[config.mk]
export PLATFORM = sky130hd
export DESIGN_NAME = rename_status_table
export DESIGN_NICKNAME = d
export VERILOG_FILES = /design/src/rtl/rntab_pkg.sv /design/src/rtl/rntab_entry.sv /design/src/rtl/rntab_read_port.sv /design/src/rtl/rename_status_table.sv
export SDC_FILE = /design/constraint.sdc
export NUM_CORES = 1
export LEC_CHECK = 0
export BUFFER_PORTS_ARGS = -buffer_cell sky130_fd_sc_hd__buf_2
export CELL_PAD_IN_SITES_DETAIL_PLACEMENT = 2
export CELL_PAD_IN_SITES_GLOBAL_PLACEMENT = 2
export CORE_MARGIN = 1
export CORE_UTILIZATION = 34
export DETAILED_ROUTE_END_ITERATION = 6
export PLACE_DENSITY_LB_ADDON = 0.1
export SETUP_SLACK_MARGIN = 0.4
export SLEW_MARGIN = 40
export SYNTH_ARGS = -nofsm -noshare
export SYNTH_HDL_FRONTEND = slang
export SYNTH_SLANG_ARGS = --single-unit
[constraint.sdc]
create_clock -name clk -period 3.25 [get_ports clk]
set_input_delay 0.65 -clock clk [delete_from_list [all_inputs] [get_ports clk]]
set_output_delay 0.65 -clock clk [all_outputs]
set_load 0.02 [all_outputs]
[src/rtl/rntab_pkg.sv]
package rntab_pkg;

  localparam int unsigned TAG_W = 4;

  typedef logic [TAG_W-1:0] tag_t;

  localparam tag_t NULL_TAG = '0;

  // A pending register accepts a broadcast only from its own current producer.
  function automatic logic tag_capture(input logic busy, input tag_t cur,
                                       input logic bv, input tag_t bt);
    return busy && bv && (cur == bt);
  endfunction

  // Tag shown on a read port: the producer if still pending, otherwise none.
  function automatic tag_t shown_tag(input logic pending, input tag_t cur);
    return pending ? cur : NULL_TAG;
  endfunction

endpackage

[src/rtl/rntab_entry.sv]
module rntab_entry
  import rntab_pkg::*;
#(
  parameter int unsigned DATA_W = 32
) (
  input  logic              clk,
  input  logic              rst_n,
  input  logic              tw_sel,
  input  logic [DATA_W-1:0] tw_data,
  input  logic              bc_valid,
  input  tag_t              bc_tag,
  input  logic [DATA_W-1:0] bc_data,
  input  logic              iss_sel,
  input  tag_t              iss_tag,
  output logic [DATA_W-1:0] q_val,
  output logic              q_busy,
  output tag_t              q_tag,
  output logic              hit
);

  logic [DATA_W-1:0] n_val;
  logic              n_busy;
  tag_t              n_tag;

  assign hit = tag_capture(q_busy, q_tag, bc_valid, bc_tag);

  // Order inside one cycle: test write, then broadcast, then issue claim.
  always_comb begin
    n_val  = q_val;
    n_busy = q_busy;
    n_tag  = q_tag;
    if (tw_sel) begin
      n_val  = tw_data;
      n_busy = 1'b0;
      n_tag  = NULL_TAG;
    end else if (hit) begin
      n_val  = bc_data;
      n_busy = 1'b0;
      n_tag  = NULL_TAG;
    end
    if (iss_sel) begin
      n_busy = 1'b1;
      n_tag  = iss_tag;
    end
  end

  always_ff @(posedge clk) begin
    if (!rst_n) begin
      q_val  <= '0;
      q_busy <= 1'b0;
      q_tag  <= NULL_TAG;
    end else begin
      q_val  <= n_val;
      q_busy <= n_busy;
      q_tag  <= n_tag;
    end
  end

endmodule

[src/rtl/rntab_read_port.sv]
module rntab_read_port
  import rntab_pkg::*;
#(
  parameter int unsigned NUM_REGS = 4,
  parameter int unsigned DATA_W   = 32,
  localparam int unsigned IDX_W   = (NUM_REGS > 1) ? $clog2(NUM_REGS) : 1
) (
  input  logic [IDX_W-1:0]           sel,
  input  logic [NUM_REGS*DATA_W-1:0] vals_flat,
  input  logic [NUM_REGS*TAG_W-1:0]  tags_flat,
  input  logic [NUM_REGS-1:0]        busy_vec,
  input  logic [NUM_REGS-1:0]        hit_vec,
  input  logic [DATA_W-1:0]          bc_data,
  output logic                       r_busy,
  output tag_t                       r_tag,
  output logic [DATA_W-1:0]          r_data
);

  logic              sel_hit;
  logic              sel_busy;
  tag_t              sel_tag;
  logic [DATA_W-1:0] sel_val;

  always_comb begin
    sel_hit  = hit_vec[sel];
    sel_busy = busy_vec[sel];
    sel_tag  = tags_flat[sel*TAG_W +: TAG_W];
    sel_val  = vals_flat[sel*DATA_W +: DATA_W];
    // A broadcast in this cycle is visible to the reader before any claim.
    r_busy   = sel_busy && !sel_hit;
    r_tag    = shown_tag(r_busy, sel_tag);
    r_data   = sel_hit ? bc_data : sel_val;
  end

endmodule

[src/rtl/rename_status_table.sv]
module rename_status_table
  import rntab_pkg::*;
#(
  parameter int unsigned NUM_REGS = 4,
  parameter int unsigned DATA_W   = 32,
  localparam int unsigned IDX_W   = (NUM_REGS > 1) ? $clog2(NUM_REGS) : 1
) (
  input  logic              clk,
  input  logic              rst_n,
  input  logic              iss_valid,
  input  logic              iss_wr_en,
  input  logic [IDX_W-1:0]  iss_dst,
  input  logic [TAG_W-1:0]  iss_tag,
  input  logic [IDX_W-1:0]  src_a,
  input  logic [IDX_W-1:0]  src_b,
  output logic              a_busy,
  output logic [TAG_W-1:0]  a_tag,
  output logic [DATA_W-1:0] a_data,
  output logic              b_busy,
  output logic [TAG_W-1:0]  b_tag,
  output logic [DATA_W-1:0] b_data,
  input  logic              bc_valid,
  input  logic [TAG_W-1:0]  bc_tag,
  input  logic [DATA_W-1:0] bc_data,
  input  logic              tw_en,
  input  logic [IDX_W-1:0]  tw_idx,
  input  logic [DATA_W-1:0] tw_data
);

  // Named internal events, brought out for the checker.
  logic                       iss_fire;
  logic [NUM_REGS-1:0]        iss_sel;
  logic [NUM_REGS-1:0]        tw_sel;
  logic [NUM_REGS-1:0]        bc_hit;
  logic [NUM_REGS-1:0]        busy_vec;
  logic [NUM_REGS*TAG_W-1:0]  tags_flat;
  logic [NUM_REGS*DATA_W-1:0] vals_flat;

  assign iss_fire = iss_valid && iss_wr_en && (iss_tag != NULL_TAG);

  for (genvar i = 0; i < NUM_REGS; i++) begin : g_reg
    assign iss_sel[i] = iss_fire && (iss_dst == IDX_W'(i));
    assign tw_sel[i]  = tw_en && (tw_idx == IDX_W'(i));

    rntab_entry #(.DATA_W(DATA_W)) u_entry (
      .clk      (clk),
      .rst_n    (rst_n),
      .tw_sel   (tw_sel[i]),
      .tw_data  (tw_data),
      .bc_valid (bc_valid),
      .bc_tag   (bc_tag),
      .bc_data  (bc_data),
      .iss_sel  (iss_sel[i]),
      .iss_tag  (iss_tag),
      .q_val    (vals_flat[i*DATA_W +: DATA_W]),
      .q_busy   (busy_vec[i]),
      .q_tag    (tags_flat[i*TAG_W +: TAG_W]),
      .hit      (bc_hit[i])
    );
  end

  rntab_read_port #(.NUM_REGS(NUM_REGS), .DATA_W(DATA_W)) u_rd_a (
    .sel       (src_a),
    .vals_flat (vals_flat),
    .tags_flat (tags_flat),
    .busy_vec  (busy_vec),
    .hit_vec   (bc_hit),
    .bc_data   (bc_data),
    .r_busy    (a_busy),
    .r_tag     (a_tag),
    .r_data    (a_data)
  );

  rntab_read_port #(.NUM_REGS(NUM_REGS), .DATA_W(DATA_W)) u_rd_b (
    .sel       (src_b),
    .vals_flat (vals_flat),
    .tags_flat (tags_flat),
    .busy_vec  (busy_vec),
    .hit_vec   (bc_hit),
    .bc_data   (bc_data),
    .r_busy    (b_busy),
    .r_tag     (b_tag),
    .r_data    (b_data)
  );

endmodule

Word-level counts from Yosys, hierarchy flattened:

Cells that the tools add are included.

* bits in registers: 148
* latch bits: 0
* bits in writable memories: 0
* bits in read-only memories: 0
* input port bits: 86
* output and inout bits: 74
* logic and storage cells: 105
* memories: 0

* add/sub/neg operators: 0
* multiply operators: 0
* div/mod/pow operators: 0
* $lt $le $gt $ge: 2
* equal/unequal tests: 10
* shift-type cells: 4
* muxes and demuxes: 44
* bitwise gates (word level): 0
* reductions and logical operators: 33

Operator list (number)
* 32-bit two-way mux: 10
* 128-bit by 8-bit indexed part select with 32-bit output: 2
* 4-bit two-way mux: 14
* 16-bit by 5-bit indexed part select with 4-bit output: 2
* 1-bit logical AND: 20
* 4-bit equality test: 4
* 1-bit two-way mux: 16
* 3-bit nonzero test: 4
* 1-bit binary-select mux with 2-bit select: 4
* 2-bit equality test, second input constant: 4
* 2-bit nonzero test: 4
* 2-bit by 3-bit < comparator with 1-bit output, second input constant: 2
* 2-bit by 1-bit equality test with 1-bit output, second input constant: 2
* 2-bit zero test: 2
* 4-bit nonzero test: 1
* 1-bit zero test: 2

Logic depth before layout (Yosys ltp):

Gate-level depths: netlist (run 1).

* depth in word-level cells: 7
* gate-level depth with buffers: 8
* gate-level depth less buffers: 5

Hierarchy:

A second synthesis (run 1) with hierarchy kept.

* cell total of the unflattened synthesis: 1222
* area total of the unflattened synthesis: 11843.9 µm²

Modules (own cells, without submodules)
* rntab_entry: instances 4, cells each 259, area each 2147.1 µm², seq. area each 740.7 µm²
* rntab_read_port: instances 2, cells each 87, area each 1584.0 µm², seq. area each 0.0 µm²
* rename_status_table: instances 1, cells each 12, area each 87.6 µm², seq. area each 0.0 µm²

Worst setup path before layout (run 1):

Ideal clock, no wire load.

* kind: input port to output port
* start: input port bc_valid
* end: output port b_data[0]
* arrival: 2.347 ns
* data required time: 2.600 ns
* slack: 0.253 ns
* stages on the path: 7
* path buffers: 2
* cell sequence: buf_2 > nand2_1 > nor4_4 > nand3_1 > and2_4 > buf_6 > o311ai_1

* cells in the longest elaborated chain, start to end: 5
* elaborated cells on any way between the ends: 11
* classes of those cells: 3 x mux; 8 x reduce/logical

Ends and longest elaborated chain
* start, declared: line rename_status_table.sv:22 `input logic bc_valid,`
* 1-bit logical AND (2 in series): line rntab_pkg.sv:12 `return busy && bv && (cur == bt);`
* 1-bit binary-select mux with 2-bit select (*): line rntab_read_port.sv:25 `sel_hit = hit_vec[sel];`
* 1-bit two-way mux (implied by the code) (*): line rntab_read_port.sv:25
* 32-bit two-way mux (*): line rntab_read_port.sv:32 `r_data = sel_hit ? bc_data : sel_val;`
* end, declared: line rename_status_table.sv:21 `output logic [DATA_W-1:0] b_data,`

Mark *: on every way between the ends. The rest lies on a longest branch, timed or not. The select of a mux whose other input is x is not followed.

Worst setup path in the final report (run 1):

* start: register g_reg[1].u_entry.q_tag[0]
* end: output port a_data[11]

* cells in the longest elaborated chain, start to end: 5

Ends and longest elaborated chain
* start, declared: line rntab_entry.sv:17 `output tag_t q_tag,`
* start signal, assigned: line rntab_entry.sv:55 `q_tag <= n_tag;`
* 4-bit equality test: line rntab_pkg.sv:12
* 1-bit logical AND: line rntab_pkg.sv:12
* 1-bit binary-select mux with 2-bit select: line rntab_read_port.sv:25
* 1-bit two-way mux (implied by the code): line rntab_read_port.sv:25
* 32-bit two-way mux: line rntab_read_port.sv:32
* end, declared: line rename_status_table.sv:18 `output logic [DATA_W-1:0] a_data,`

No other way between the ends. The select of a mux whose other input is x is not followed.

==> results of run 1 <==
-- kinds of logic (layout without fill, tap and decap cells) --
kind of cell / count (synthesis) / count (layout) / share of synthesized area
AOI/OAI and AO/OA: 420 / 420 / 0.269
buffers and inverters: 168 / 307 / 0.0733
muxes: 207 / 207 / 0.205
other: 0 / 1 / 0
xor gates and xnor gates: 16 / 16 / 0.0150
DFF: 148 / 148 / 0.286
and+or+nand+nor: 305 / 309 / 0.151
-- cell type report --
cell class	count	area [µm²]
repair buffers	244	2120
multi-input cells	952	7930
flip-flops and latches	148	3000
diodes	1	2.50
inverters	34	128
fillers	3141	15500
well taps	390	488
clock inverters	12	254
clock buffers	17	425
-- metrics by stage --
stage	worst slack, ns	hold WS [ns]	instances	total power [mW]	util
floorplan	0.253	0.458	1264	2.60	-
global placement	-0.143	0.468	1736	2.95	0.389
detailed placement	-0.178	0.485	1736	2.98	0.389
CTS	0.113	0.494	1784	5.47	0.446
global route	0.00394	0.506	1798	5.74	0.481
finish	0.0403	0.492	1798	5.58	0.481
-- worst paths after layout --
| path | cells after the start | start | end | slack, ns |
|---|---|---|---|---|
| max | 7 | g_reg[1].u_entry.q_tag[0]$_SDFFE_PN0P_ | a_data[11] | 0.04 |
| min reg2reg | 2 | g_reg[0].u_entry.q_val[19]$_SDFFE_PN0P_ | g_reg[0].u_entry.q_val[19]$_SDFFE_PN0P_ | 0.49 |
| max reg2reg | 8 | g_reg[1].u_entry.q_tag[0]$_SDFFE_PN0P_ | g_reg[1].u_entry.q_val[11]$_SDFFE_PN0P_ | 0.91 |
| min | 2 | g_reg[0].u_entry.q_val[19]$_SDFFE_PN0P_ | g_reg[0].u_entry.q_val[19]$_SDFFE_PN0P_ | 0.49 |
-- cell usage after synthesis (3+ instances only) --
| cell | number |
|---|---|
| and3_1 | 5 |
| nor3_1 | 32 |
| inv_1 | 34 |
| a21oi_1 | 129 |
| o311ai_1 | 31 |
| xnor2_1 | 7 |
| nand3_1 | 45 |
| a32oi_1 | 32 |
| nand4_1 | 20 |
| a21boi_0 | 24 |
| nor2b_1 | 31 |
| dfxtp_1 | 148 |
| o221ai_2 | 30 |
| buf_6 | 10 |
| clkbuf_1 | 93 |
| nor2_1 | 35 |
| nand2_1 | 85 |
| o21ai_0 | 129 |
| xor2_1 | 7 |
| buf_2 | 22 |
| a31oi_1 | 32 |
| nand3b_1 | 4 |
| o32ai_1 | 4 |
| or3_1 | 34 |
| mux4_2 | 4 |
| mux2i_1 | 200 |
| mux2_2 | 3 |
| buf_4 | 7 |
-- layer usage --
layer	GRT usage	routed length [µm]	vias up
li1	-	-	5014
met1	0.413	22700	5878
met2	0.537	26100	436
met3	0.0368	2560	126
met4	0.113	1870	2
met5	0	8	-
-- sequential cells by signal, summed over array words and instances, names as in the netlist --
name / count
g.u_entry.q_val: 128
g.u_entry.q_tag: 16
g.u_entry.q_busy: 4
-- power breakdown --
part / internal (mW) / total [mW] / switching [mW]
registers: 1.90 / 1.98 / 0.0782
logic: 0.494 / 1.22 / 0.729
clock network: 1.52 / 2.38 / 0.865
-- worst max-delay path: cells and delay by family (launching register included) --
| family | cells | cell delay (ns) |
|---|---|---|
| buffers and inverters | 2 | 0.35 |
| flip-flops | 1 | 0.41 |
| XOR/XNOR | 1 | 0.14 |
| AND/OR/NAND/NOR | 2 | 0.60 |
| AO/OA/AOI/OAI | 2 | 0.63 |
-- repair_timing --
item | in CTS | in global routing
gates resized for setup | 170 | 129
gates cloned | 5 | 6
setup endpoints to repair | 74 | 74
pin swaps | 23 | 29
setup buffers | 14 | 6
==> results.toml, run 1 <==
[status]
status = "completed"

[worst_setup_path]
crit_chain = "xnor2_2, nand3_2, or4_4, a32o_4, clkbuf_16, o221ai_4, buf_6"
arrival_ns = 2.56
cp-start-kind = "flip-flop"
worstPathMaxFanout = 5
cpPeakStageDelay_ns = 0.46
cp_slowest_cell = "or4_4"
criticalPathCategory = "reg -> out"
cp.required_ns = 2.60
crit_path_end_kind = "primary output"

[synthesis]
synth_top_area_share = 0.286
yosys_warnings = 0
netlist_area_um2 = 10400
ys.flop_type = "dfxtp_1"
synth_top_area_cell = "dfxtp_1"
synth_seq_area_share = 0.286
syn_inst = 1264
async_reset_ff_frac = 0
synth.area.top_cells = "dfxtp_1 (29%), mux2i_1 (19%), a21oi_1 (6.2%)"
synth-seq-cells = 148
syn_area_per_cell_um2 = 8.19
synth-edff-count = 0
syn-num-nets = 1350
synth.distinct_cells = 49

[cts]
clkLatencyLatePin_ns = 0.44
cts-htree-levels = 4
ctsHoldBuffers = 0
clock_path_buffers = 2
clock-root-buffer = "clkbuf_16"
cts.clk_slew.worst_paths_ns = 0.06
cts_tree = "yes"
cts_num_sinks = 148
numCtsBuffers = 17

[global_routing]
grt_max_degree = 75
grt_use_total = 0.317
grt_overflow_total = 0
grt_pass1_wl_um = 75200
antenna_found_initial = 2
grt_pass1_vias = 12100

[final_layout]
syn2layout_area_growth_pct = 38.5
layout.nets = 1483
final_area_um2 = 14300
layout.cells.most_common_list = "mux2i_1 (200), dfxtp_1 (133), o21ai_0 (129), a21oi_1 (129), buf_4 (90)"
final_common_cell = "mux2i_1"
drive_gt1_frac = 0.306

[drt]
drc = 0
wl_per_cell_um = 29.6
via_per_inst = 6.37
vias = 11500
antenna_left = 0
drt-initial-drc-count = 844
drt-total-wl_um = 53200
drtPass1Iterations = 5

[placement]
place_congestion = 0.856
hpwl_um = 28700
port_buffers = 159
post_dp_cell_area_um2 = 11600

[sta]
fin_crit_sh = 0.988
skew_ns = 0.0140
worst-slew-pin-transition_ns = 0.827
rsz0062_at_grt = "yes"
slew-limit-headroom = 0.441
final.setup.tns_ns = 0
finalWorstPathRequiredPeriod_ns = 3.21
finalMaxSlewViolations = 0
finalSetupViolCount = 0
final-hold-violation-count = 0
clock.fmax_ghz = 0.312

[floorplanning]
num_rows = 63
die_area_um2 = 31200
coreArea_um2 = 29800
ios = 160
die-height_um = 177
start_util = 0.348
dieWidth_um = 177

[power]
ir_drop_mv = 0.277
power.density_nw_per_um2 = 389
p_leak_nw = 5.83

[run]
maxCapViolations = 0

[worst_hold_path]
worst_hold_path_type = "reg -> reg"
Power figures use the tool's default switching activity.
==> run 2: changes to the inputs <==
--- a/config.mk
+++ b/config.mk
@@ -11,7 +11,7 @@
 export CORE_MARGIN = 1
 export CORE_UTILIZATION = 34
 export DETAILED_ROUTE_END_ITERATION = 6
-export PLACE_DENSITY_LB_ADDON = 0.1
+export PLACE_DENSITY = 0.81
 export SETUP_SLACK_MARGIN = 0.4
 export SLEW_MARGIN = 40
 export SYNTH_ARGS = -nofsm -noshare
==> results.toml, run 2 (synthesized netlist as in run 1, its figures left out) <==
[final_layout]
final_area_um2 = 14900
reg.largest.list = "g.u_entry.q_val (128), g.u_entry.q_tag (16), g.u_entry.q_busy (4)"
largest_reg_flops = 128
layout.cells.most_common_list = "mux2i_1 (200), dfxtp_1 (132), a21oi_1 (129)"
drive_gt1_frac = 0.326
largest_register = "g.u_entry.q_val"
layout.nets = 1508
final_common_cell = "mux2i_1"
syn2layout_area_growth_pct = 43.5
fillerInstances = 3023

[worst_hold_path]
worst_hold_path_type = "in -> reg"
hold_depth = 3

[drt]
wl_per_cell_um = 38.4
drtPass1Iterations = 5
via_per_inst = 7.17
antenna_left = 0
drt-initial-drc-count = 1539
drt-total-wl_um = 70200
vias = 13100
drc = 0

[global_routing]
met3_usage = 0.0866
grt_use_met2 = 0.649
grt_pass1_vias = 13700
grt_util_met1 = 0.463
grt_overflow_total = 0
grt_use_total = 0.393
antenna_found_initial = 4
grt_pass1_wl_um = 91600
gr-max-usage-layer = "met2"
grt_max_degree = 70

[status]
status = "finished, violations left"
violations = "negative setup slack"

[sta]
skew_ns = 0.0120
finalWorstPathRequiredPeriod_ns = 3.33
fin_ws_ns = -0.0847
worst-slew-pin-transition_ns = 0.972
fin_crit_sh = 1.03
finalMaxSlewViolations = 0
clock.fmax_ghz = 0.300
final-hold-violation-count = 0
finalSetupViolCount = 29
worst_hold_slack_ns = 0.501
slew-limit-headroom = 0.346
rsz0062_at_grt = "yes"
final.setup.tns_ns = -0.689

[worst_setup_path]
crit_chain = "inv_1, nor2_2, nand4_1, buf_6, buf_4, and2_4, o311ai_1, buf_2"
cp-start-kind = "flip-flop"
worstPathMaxFanout = 5
cp.required_ns = 2.60
crit_path_end_kind = "primary output"
cp_slowest_cell = "dfxtp_1"
criticalPathCategory = "reg -> out"
r2r_slack_ns = 0.39
cpPeakStageDelay_ns = 0.46
arrival_ns = 2.68
rr_worst_depth = 7

[placement]
place_congestion = 0.840
port_buffers = 159
hpwl_um = 28900
post_dp_cell_area_um2 = 11700

[run]
maxCapViolations = 0

[power]
power.density_nw_per_um2 = 387
ir_drop_mv = 0.283
p_total_mw = 5.75
p_leak_nw = 5.98

[cts]
cts_tree = "yes"
clock_path_buffers = 2
clock-root-buffer = "clkbuf_16"
cts-htree-levels = 4
clkLatencyLatePin_ns = 0.47
cts.clk_slew.worst_paths_ns = 0.08
numCtsBuffers = 17
cts_num_sinks = 148

[floorplanning]
coreArea_um2 = 29800
start_util = 0.348
num_rows = 63
ios = 160
dieWidth_um = 177
die-height_um = 177
die_area_um2 = 31200
## run 2: changes by cell type in the layout (fill, tap and decap cells not counted), sizes merged, moves of 2 or more
cell      change
bufinv        -3
diode         +2
clkinvlp      +3
buf          +24
## run 2: path summary, 6_finish.rpt
kind	from	to
max reg2reg	g_reg[2].u_entry.q_tag[2]$_SDFFE_PN0P_	g_reg[2].u_entry.q_val[4]$_SDFFE_PN0P_
max	g_reg[0].u_entry.q_busy$_SDFFE_PN0P_	b_data[11]
min	bc_data[16]	g_reg[0].u_entry.q_val[16]$_SDFFE_PN0P_
min reg2reg	g_reg[0].u_entry.q_val[22]$_SDFFE_PN0P_	g_reg[0].u_entry.q_val[22]$_SDFFE_PN0P_
## run 2: stage by stage
step	setup slack [ns]	instances	utilization
floorplan	0.253	1264	-
global placement	0.00510	1739	0.392
detailed placement	0.0520	1739	0.392
CTS	0.0846	1808	0.473
global route	-0.149	1827	0.499
finish	-0.0847	1828	0.499
## run 2: per-layer routing
layer	wire (µm)	part of all wire
met3	6600	0.094
met5	8	0.00011
met4	5010	0.071
met2	32400	0.46
met1	26200	0.37
## run 2: layout make-up
cell class	instances	area, µm²	share of cell area
antenna	3	7.51	0.000505
clock buffer	18	429	0.0289
clock inverter	14	203	0.0136
inverter	34	128	0.00859
multi-input combinational	952	7930	0.534
sequential	148	3000	0.202
tap	390	488	0.0328
timing repair buffer	269	2670	0.180
## run 2: power by group
group / leakage (nW) / switching (mW) / total, mW / internal, mW
Sequential: 1.22 / 0.102 / 2.00 / 1.90
Clock: 0.299 / 1.07 / 2.37 / 1.30
Combinational: 4.46 / 0.863 / 1.39 / 0.523
## run 2: worst max-delay path: cells and delay by family, from the launching register on
family | cells | cell delay (ns)
compound gates | 1 | 0.34
flops | 1 | 0.46
buf+inv | 4 | 0.74
simple gates | 3 | 0.67
## run 2: what timing repair did
item,in CTS,in global routing
hold buffers,0,0
hold endpoints to repair,0,0
endpoints found under the setup margin,74,74
gates cloned,12,5
pin swaps,74,53
resized for setup,257,79
buffers inserted,25,12
